$ cat config.mk
export PLATFORM = sky130hd
export DESIGN_NAME = link_stuff_sched
export DESIGN_NICKNAME = d
export VERILOG_FILES = /design/src/rtl/lcs_pkg.sv /design/src/rtl/lcs_cell_counter.sv /design/src/rtl/lcs_offset_acc.sv /design/src/rtl/lcs_stuff_gate.sv /design/src/rtl/link_stuff_sched.sv
export SDC_FILE = /design/constraint.sdc
export NUM_CORES = 1
export LEC_CHECK = 0
export ABC_AREA = 1
export BUFFER_PORTS_ARGS = -buffer_cell sky130_fd_sc_hd__clkbuf_2
export CORE_ASPECT_RATIO = 1.2
export CORE_MARGIN = 1
export CORE_UTILIZATION = 35
export CTS_CLUSTER_DIAMETER = 120
export CTS_CLUSTER_SIZE = 14
export DETAILED_ROUTE_END_ITERATION = 10
export SLEW_MARGIN = 20
export SYNTH_ARGS = -nofsm -noshare
export SYNTH_HDL_FRONTEND = slang
export SYNTH_SLANG_ARGS = --single-unit
$ cat constraint.sdc
create_clock -name clk -period 3.6 [get_ports clk]
set_input_delay 0.72 -clock clk [delete_from_list [all_inputs] [get_ports clk]]
set_output_delay 0.72 -clock clk [all_outputs]
set_load 0.02 [all_outputs]
$ cat src/rtl/lcs_pkg.sv
package lcs_pkg;

  typedef enum logic {
    MODE_COMMON = 1'b0,
    MODE_INDEP  = 1'b1
  } clk_mode_e;

  typedef enum logic [1:0] {
    SR_NONE     = 2'd0,
    SR_BOUNDARY = 2'd1,
    SR_EXTRA    = 2'd2
  } stuff_reason_e;

endpackage

$ cat src/rtl/lcs_cell_counter.sv
module lcs_cell_counter #(
  parameter int PERIOD = 2048
) (
  input  logic clk,
  input  logic rst_n,
  input  logic cell_i,
  output logic boundary_o
);

  localparam int CW = (PERIOD > 1) ? $clog2(PERIOD) : 1;
  localparam logic [CW-1:0] LAST = CW'(PERIOD - 1);

  logic [CW-1:0] cnt_q, cnt_d;

  always_comb begin
    cnt_d      = cnt_q;
    boundary_o = 1'b0;
    if (cell_i) begin
      if (cnt_q == LAST) begin
        cnt_d      = '0;
        boundary_o = 1'b1;
      end else begin
        cnt_d = cnt_q + 1'b1;
      end
    end
  end

  always_ff @(posedge clk or negedge rst_n) begin
    if (!rst_n)       cnt_q <= '0;
    else if (cell_i)  cnt_q <= cnt_d;
  end


  idle_hold_chk: assert property (@(posedge clk) disable iff (!rst_n)
    !cell_i |=> $stable(cnt_q));


  count_range_chk: assert property (@(posedge clk) disable iff (!rst_n)
    cnt_q <= LAST);

endmodule

$ cat src/rtl/lcs_offset_acc.sv
module lcs_offset_acc #(
  parameter int ACC_W  = 6,
  parameter int THRESH = 8
) (
  input  logic clk,
  input  logic rst_n,
  input  logic clear_i,
  input  logic inc_i,
  input  logic dec_ref_i,
  input  logic dec_extra_i,
  output logic positive_o,
  output logic excess_o
);

  localparam int SW = ACC_W + 2;
  localparam logic signed [SW-1:0]    SMAX = SW'((1 << (ACC_W - 1)) - 1);
  localparam logic signed [SW-1:0]    SMIN = -SW'(1 << (ACC_W - 1));
  localparam logic signed [ACC_W-1:0] AMAX = ACC_W'((1 << (ACC_W - 1)) - 1);
  localparam logic signed [ACC_W-1:0] THR  = ACC_W'(THRESH);

  logic signed [ACC_W-1:0] acc_q, acc_d;
  logic signed [SW-1:0]    sum;

  always_comb begin
    sum = SW'(acc_q) + SW'(inc_i) - SW'(dec_ref_i) - SW'(dec_extra_i);
    if (clear_i)          acc_d = '0;
    else if (sum > SMAX)  acc_d = AMAX;
    else if (sum < SMIN)  acc_d = ACC_W'(SMIN);
    else                  acc_d = ACC_W'(sum);
  end

  always_ff @(posedge clk or negedge rst_n) begin
    if (!rst_n) acc_q <= '0;
    else        acc_q <= acc_d;
  end

  assign positive_o = (acc_q > 0);
  assign excess_o   = (acc_q > THR);


  ref_clear_chk: assert property (@(posedge clk) disable iff (!rst_n)
    clear_i |=> (acc_q == '0));


  fast_inc_chk: assert property (@(posedge clk) disable iff (!rst_n)
    (!clear_i && inc_i && !dec_ref_i && !dec_extra_i && acc_q != AMAX)
      |=> (acc_q == $past(acc_q) + ACC_W'(1)));

endmodule

$ cat src/rtl/lcs_stuff_gate.sv
module lcs_stuff_gate
  import lcs_pkg::*;
(
  input  logic clk,
  input  logic rst_n,
  input  logic cell_i,
  input  logic boundary_i,
  input  logic periodic_en_i,
  input  logic extra_i,
  output logic stuff_o,
  output logic extra_taken_o
);

  logic last_q, last_d;
  logic pend_q, pend_d;
  logic want_bnd;
  stuff_reason_e reason;

  always_comb begin
    want_bnd = boundary_i && periodic_en_i;
    if (pend_q || want_bnd) reason = SR_BOUNDARY;
    else if (extra_i)       reason = SR_EXTRA;
    else                    reason = SR_NONE;

    stuff_o       = cell_i && !last_q && (reason != SR_NONE);
    extra_taken_o = stuff_o && (reason == SR_EXTRA);

    last_d = last_q;
    pend_d = pend_q;
    if (cell_i) begin
      last_d = stuff_o;
      pend_d = last_q && (pend_q || want_bnd);
    end
  end

  always_ff @(posedge clk or negedge rst_n) begin
    if (!rst_n) begin
      last_q <= 1'b0;
      pend_q <= 1'b0;
    end else begin
      last_q <= last_d;
      pend_q <= pend_d;
    end
  end


  spacing_chk: assert property (@(posedge clk) disable iff (!rst_n)
    (cell_i && last_q) |-> !stuff_o);

endmodule

$ cat src/rtl/link_stuff_sched.sv
module link_stuff_sched
  import lcs_pkg::*;
#(
  parameter int NLINKS = 4,
  parameter int PERIOD = 2048,
  parameter int ACC_W  = 6,
  parameter int THRESH = 8,
  localparam int IDX_W = (NLINKS > 1) ? $clog2(NLINKS) : 1
) (
  input  logic              clk,
  input  logic              rst_n,
  input  logic [NLINKS-1:0] cell_sent,
  input  logic [IDX_W-1:0]  ref_sel,
  input  logic              indep_mode,
  input  logic [NLINKS-1:0] fast_ind,
  output logic [NLINKS-1:0] stuff_req
);

  logic rst_meta_q, rst_sync_n;

  always_ff @(posedge clk or negedge rst_n) begin
    if (!rst_n) begin
      rst_meta_q <= 1'b0;
      rst_sync_n <= 1'b0;
    end else begin
      rst_meta_q <= 1'b1;
      rst_sync_n <= rst_meta_q;
    end
  end

  logic [IDX_W-1:0]  ref_q;
  logic              ref_chg;
  logic [NLINKS-1:0] ref_onehot;
  logic              ref_stuff;
  clk_mode_e         mode;

  always_ff @(posedge clk or negedge rst_sync_n) begin
    if (!rst_sync_n) ref_q <= '0;
    else             ref_q <= ref_sel;
  end

  assign ref_chg   = (ref_sel != ref_q);
  assign mode      = clk_mode_e'(indep_mode);
  assign ref_stuff = |(stuff_req & ref_onehot);

  logic [NLINKS-1:0] bnd, pos, exc, extra_taken, periodic_en, extra_en;

  for (genvar i = 0; i < NLINKS; i++) begin : g_link
    assign ref_onehot[i]  = (ref_sel == IDX_W'(i));
    assign periodic_en[i] = (mode == MODE_COMMON) || ref_onehot[i] || pos[i];
    assign extra_en[i]    = (mode == MODE_INDEP) && !ref_onehot[i] && exc[i];

    lcs_cell_counter #(.PERIOD(PERIOD)) u_cnt (
      .clk        (clk),
      .rst_n      (rst_sync_n),
      .cell_i     (cell_sent[i]),
      .boundary_o (bnd[i])
    );

    lcs_offset_acc #(.ACC_W(ACC_W), .THRESH(THRESH)) u_acc (
      .clk         (clk),
      .rst_n       (rst_sync_n),
      .clear_i     (ref_chg),
      .inc_i       (fast_ind[i]),
      .dec_ref_i   (ref_stuff),
      .dec_extra_i (extra_taken[i]),
      .positive_o  (pos[i]),
      .excess_o    (exc[i])
    );

    lcs_stuff_gate u_gate (
      .clk           (clk),
      .rst_n         (rst_sync_n),
      .cell_i        (cell_sent[i]),
      .boundary_i    (bnd[i]),
      .periodic_en_i (periodic_en[i]),
      .extra_i       (extra_en[i]),
      .stuff_o       (stuff_req[i]),
      .extra_taken_o (extra_taken[i])
    );


    common_period_chk: assert property (@(posedge clk) disable iff (!rst_sync_n)
      (!indep_mode && bnd[i]) |-> stuff_req[i]);


    ref_period_chk: assert property (@(posedge clk) disable iff (!rst_sync_n)
      (indep_mode && ref_onehot[i] && bnd[i]) |-> stuff_req[i]);


    single_pulse_chk: assert property (@(posedge clk) disable iff (!rst_sync_n)
      stuff_req[i] |=> !stuff_req[i]);
  end


  reset_quiet_chk: assert property (@(posedge clk)
    !rst_sync_n |-> (stuff_req == '0));

endmodule

# Word-level counts from Yosys, hierarchy flattened
# Cells that the tools add are included.
# word_totals
regBits,80
elab_cells,151
# classes
n_reduce_logical,54
bitwise,2
addsub,16
n_mux,32
n_eq_ne,12
n_lt_le_gt_ge,16
# ops
cell,count
$mux W6,12
$sub A8 B1 Y8,8
$add A11 B1 Y11 const B,4
$eq A11 B11 Y1 const B,4
$mux W11,4
$gt A8 B6 Y1 const B,4
$lt A8 B6 Y1 const B,4
$add A6 B2 Y7,4
$logic_and A1 B1 Y1,28
$gt A6 B1 Y1 const B,4
$gt A6 B5 Y1 const B,4
$mux W2,8
$eq A2 B2 Y1 const B,6
$logic_or A1 B1 Y1,12
$logic_not A1 Y1,8
$mux W1,8
$reduce_bool A2 Y1,4
$and A4 B4 Y4,1
$reduce_or A4 Y1,1
$eq A2 B1 Y1 const B,1
$logic_not A2 Y1,1
$ne A2 B2 Y1,1
$not A1 Y1,1

# Longest topological paths before layout
# depth
ltp_word,16
mapped_depth,22
depth_no_buf,22

# Modules after synthesis
# A second synthesis with hierarchy kept.
# hier_totals
hier_cells,746
area_unflattened_um2,5794.3
# modules_own_cells
mod,area_each_um2,cells_per_inst,seq_area_each_um2,n_inst
lcs_cell_counter,649.4,83,275.3,4
lcs_offset_acc (g_link[0].u_acc ...),604.3,75,150.1,3
lcs_offset_acc (g_link[2].u_acc),620.6,79,150.1,1
lcs_stuff_gate,121.4,17,50.0,4
link_stuff_sched,277.8,42,100.1,1

# Worst setup path after synthesis
# No wires, ideal clock.
# synth_path
path_kind,input -> register
from,input cell_sent[0]
to,register g_link[3].u_acc.acc_q[3]
slack_ns,0.487
path_buffers,0
arrival_time_ns,3.035
cell_stages,19
cell_sequence,and3_1 > nand4_1 > nor2_1 > nand2_1 > nand3_1 > nand3_1 > nand2_1 > nor2_1 > fa_1 > inv_1 > ha_1 > inv_1 > a21oi_2 > nand3_2 > o21bai_2 > nand2_2 > nand2_4 > nand2_1 > a21oi_1
# synth_between
elab_chain_cells,14
# synth_lines
item,line_no,source
start: declaration,link_stuff_sched.sv:12,"input logic [NLINKS-1:0] cell_sent,"
$mux W1,lcs_cell_counter.sv:18,if (cell_i) begin
$logic_and A1 B1 Y1,lcs_stuff_gate.sv:20,want_bnd = boundary_i && periodic_en_i;
$logic_or A1 B1 Y1,lcs_stuff_gate.sv:21,if (pend_q || want_bnd) reason = SR_BOUNDARY;
$mux W2,lcs_stuff_gate.sv:21,
$reduce_bool A2 Y1,lcs_stuff_gate.sv:25,stuff_o = cell_i && !last_q && (reason != SR_NONE);
$logic_and A1 B1 Y1 *,lcs_stuff_gate.sv:25,
$and A4 B4 Y4 *,link_stuff_sched.sv:44,assign ref_stuff = |(stuff_req & ref_onehot);
$reduce_or A4 Y1 *,link_stuff_sched.sv:44,
$sub A8 B1 Y8 * (2 in a row),lcs_offset_acc.sv:25,sum = SW'(acc_q) + SW'(inc_i) - SW'(dec_ref_i) - SW'(dec_extra_i);
$lt A8 B6 Y1,lcs_offset_acc.sv:28,else if (sum < SMIN) acc_d = ACC_W'(SMIN);
$mux W6,lcs_offset_acc.sv:28,
$mux W6 *,lcs_offset_acc.sv:27,else if (sum > SMAX) acc_d = AMAX;
$mux W6 *,lcs_offset_acc.sv:26,if (clear_i) acc_d = '0;
via g_link[3].u_acc.acc_d[3],lcs_offset_acc.sv:21,"logic signed [ACC_W-1:0] acc_q, acc_d;"
end signal: assignment,lcs_offset_acc.sv:33,if (!rst_n) acc_q <= '0;
end signal: assignment,lcs_offset_acc.sv:34,else acc_q <= acc_d;
end: declaration,lcs_offset_acc.sv:21,
# Mark *: on every way through the listed nets, which the timed path passes. The rest lies on a longest branch.
# A chain may end at the register's enable or synchronous reset.

# Final worst setup path
# layout_path
from,register g_link[1].u_cnt.cnt_q[0]
to,register g_link[1].u_acc.acc_q[1]
# layout_between
elab_chain_cells,16
# layout_lines
item,line_no,source
start: declaration,lcs_cell_counter.sv:13,"logic [CW-1:0] cnt_q, cnt_d;"
start signal: assignment,lcs_cell_counter.sv:30,else if (cell_i) cnt_q <= cnt_d;
$eq A11 B11 Y1 *,lcs_cell_counter.sv:19,if (cnt_q == LAST) begin
$mux W1 *,lcs_cell_counter.sv:19,
$mux W1 *,lcs_cell_counter.sv:18,
$logic_and A1 B1 Y1 *,lcs_stuff_gate.sv:20,
$logic_or A1 B1 Y1 *,lcs_stuff_gate.sv:21,
$mux W2 *,lcs_stuff_gate.sv:21,
$reduce_bool A2 Y1,lcs_stuff_gate.sv:25,
$logic_and A1 B1 Y1,lcs_stuff_gate.sv:25,
$and A4 B4 Y4,link_stuff_sched.sv:44,
$reduce_or A4 Y1,link_stuff_sched.sv:44,
$sub A8 B1 Y8,lcs_offset_acc.sv:25,
$sub A8 B1 Y8 *,lcs_offset_acc.sv:25,
$lt A8 B6 Y1,lcs_offset_acc.sv:28,
$mux W6,lcs_offset_acc.sv:28,
$mux W6 *,lcs_offset_acc.sv:27,
$mux W6 *,lcs_offset_acc.sv:26,
via g_link[1].u_acc.acc_d[1],lcs_offset_acc.sv:21,
end signal: assignment,lcs_offset_acc.sv:33,
end signal: assignment,lcs_offset_acc.sv:34,
end: declaration,lcs_offset_acc.sv:21,
# Marked as above.

==> impl_metrics.json <==
{
  "grt_pass1_wl_mm": 17.7,
  "wl_met1_mm": 4.77,
  "r2r_start": "g_link[1].u_cnt.cnt_q[0]$_DFFE_PN0P_",
  "cpMostUsedCell": "nand2_1",
  "synthTopCellsByArea": "dfrtp_1, nand2_1, inv_1",
  "worst-path-max-fanout": 5,
  "cts_sinks": 80,
  "cp_slowest_stage_delay_ns": 0.42,
  "vias_per_cell": 4.69,
  "cap_viol_max_count": 0,
  "final_cell_mix": "nand2_1, inv_1, dfrtp_1",
  "worstSetupPathType": "flip-flop to flip-flop",
  "die_area_sq_mm": 0.0148,
  "finalMaxSlewViolations": 0,
  "drt_pass1_iterations": 7,
  "status": "complete, but fails checks",
  "grt_usage_pct": 14.7,
  "peakVddDrop_mv": 0.234,
  "async_flop_share_pct": 100,
  "cts_resized": 0,
  "yosysTopAreaCell": "dfrtp_1",
  "avgSynthCellArea_sq_um": 7.44,
  "final_util_pct": 40.6,
  "p_per_area_mw_per_mm2": 446,
  "num_vias": 4103,
  "met3_length_um": 298,
  "post_cts.repair.setup_buffers": 0,
  "min_period_ns": 3.11,
  "hold_viol": 0,
  "post-dp-hpwl_mm": 7.43,
  "drc": 6,
  "postRouteWirelength_mm": 9.77,
  "met2_length_mm": 4.53,
  "path_buf_inv": 3,
  "overflow": 0,
  "antenna_left": 0,
  "syn-num-nets": 707,
  "layout_worst_path_cycle_share_pct": 86.5,
  "tns_ns": 0,
  "crit_cells": 19,
  "synth_cell_type_count": 43,
  "timing.critical_path.from": "g_link[1].u_cnt.cnt_q[0]$_DFFE_PN0P_",
  "htreeDepth": 3,
  "required_ns": 3.86,
  "gp_congestion": 0.797,
  "path_cells": "ha_1, inv_1, nor2_1, nand2_1, nor3_1, nand2_1, nand3_1, nand3_1, nand2_1, nor2_2, fa_1, inv_1, ha_1, inv_1, a21oi_1, nand3_1, o21ai_0, nand2_1, a21oi_1",
  "ys.warnings.count": 0,
  "drive_gt1_share_pct": 10.5,
  "area_growth_pct": 12.3,
  "ctsHoldBuffers": 0,
  "cts_made_buffers": 9,
  "fp.dieH_um": 133,
  "cts-root-buf": "clkbuf_16",
  "yosysSeqAreaShare_pct": 39.9,
  "grt_pass1_vias": 4025,
  "cts_buffer_depth": 2,
  "netlist.area_leader.share_pct": 39.9,
  "top_layer": "met4",
  "arrival_ns": 3.37,
  "clk_pin_slew_worst_paths_ns": 0.06,
  "rr_worst_depth": 19,
  "critPathLaunchType": "flip-flop",
  "setup_viol_count_final": 0,
  "slowest_stage": "fa_1",
  "num-nets-final": 732,
  "critPathTopFamily": "simple AND/OR/NAND/NOR gates",
  "dr.first_iter.drc_count": 188,
  "start_util_pct": 36.1,
  "end_kind": "flip-flop",
  "clock_latency_ns": 0.34,
  "max_freq_mhz": 321,
  "r2r_slack_ns": 0.49,
  "rows": 47,
  "wl_per_cell_um": 11.2,
  "syn_area_sq_mm": 0.00501,
  "cts_tree": "built",
  "netlist_instances": 674,
  "portBuffers": 16,
  "fp.dieW_um": 111,
  "hold_path.class": "input port to async pin",
  "holdWs_ns": 0.160,
  "io_pins": 17,
  "leakagePower_nw": 2.94,
  "crit_end": "g_link[1].u_acc.acc_q[1]$_DFF_PN0_",
  "synth-edff-count": 0,
  "final_common_cell": "nand2_1",
  "ys_ff_latch": 80,
  "antenna_found_initial": 0,
  "antennaDiodeCount": 0,
  "violations": "DRC",
  "r2r_end": "g_link[1].u_acc.acc_q[1]$_DFF_PN0_",
  "core_area_sq_mm": 0.0139,
  "worst_clock_skew_ns": 0.00717,
  "grt_setup_unrepaired": "no",
  "grt_max_degree": 79,
  "synth_ff_type": "dfrtp_1"
}
[cell families (layout without fill, tap and decap cells)]
group	count (synthesis)	in the layout	synth area share, %
AOI/OAI and AO/OA	70	70	8.16
xor gates and xnor gates	28	28	4.89
adders and majority gates	20	20	5.59
buffers and inverters	126	156	9.81
DFF	80	80	39.9
muxes	2	2	0.399
other	1	1	0.0748
and+or+nand+nor	347	347	31.1
[where the power goes]
part           total, mW  switching, mW  internal, mW  leakage [nW]
Combinational      0.424          0.254         0.169          1.77
Clock              0.928          0.355         0.573         0.150
Sequential          1.16          0.120          1.04          1.02
[synthesized netlist by cell type (4+ instances only)]
library cell / instances
a21oi_1: 36
a21oi_2: 4
buf_4: 4
dfrtp_1: 80
fa_1: 4
ha_1: 16
inv_1: 114
inv_2: 4
nand2_1: 177
nand2_2: 12
nand3_1: 55
nand4_1: 13
nor2_1: 46
nor2_2: 5
nor3_1: 21
o21ai_0: 17
or2_2: 4
xnor2_1: 9
xor2_1: 19
[state kept, by name (all words and copies together), names as in the netlist]
name and count:
g_link.u_cnt.cnt_q 44, g_link.u_acc.acc_q 24, g_link.u_gate.last_q 4, g_link.u_gate.pend_q 4, ref_q 2, rst_meta_q 1, rst_sync_n 1
[worst min-delay path by stage]
stage          cells past startpoint              endpoint            startpoint  slack (ns)
2_1_floorplan                      0  rst_sync_n$_DFF_PN0_  rst_meta_q$_DFF_PN0_        0.33
3_3_place_gp                       0  rst_sync_n$_DFF_PN0_  rst_meta_q$_DFF_PN0_        0.33
3_5_place_dp                       0  rst_sync_n$_DFF_PN0_  rst_meta_q$_DFF_PN0_        0.37
4_1_cts                            1  rst_sync_n$_DFF_PN0_                 rst_n        0.15
5_1_grt                            1  rst_sync_n$_DFF_PN0_                 rst_n        0.15
6_report                           1  rst_sync_n$_DFF_PN0_                 rst_n        0.16
[layer usage]
metal | global-route usage [%] | up-vias
li1 | - | 2188
met1 | 18.3 | 1860
met2 | 24.3 | 42
met3 | 3.78 | 13
met4 | 5.78 | 0
met5 | 0 | -
[area by class of cell]
class                      count  area [sq um]
fill                        1463          8250
multi-input combinational    468          2530
sequential                    80          2010
inverter                     119           447
clock buffer                  13           260
tap                          171           214
timing repair buffer          21           138
clock inverter                 3          40.0
[through the flow]
step	worst slack, ns	instances	cell area, sq um	total power [mW]
floorplan	0.487	674	5010	1.49
global placement	0.0977	858	5300	1.60
detailed placement	0.0962	858	5300	1.60
CTS	0.353	874	5600	2.54
global route	0.0660	875	5630	2.67
finish	0.486	875	5630	2.51
Note: power is estimated with default switching activity, not from simulation.
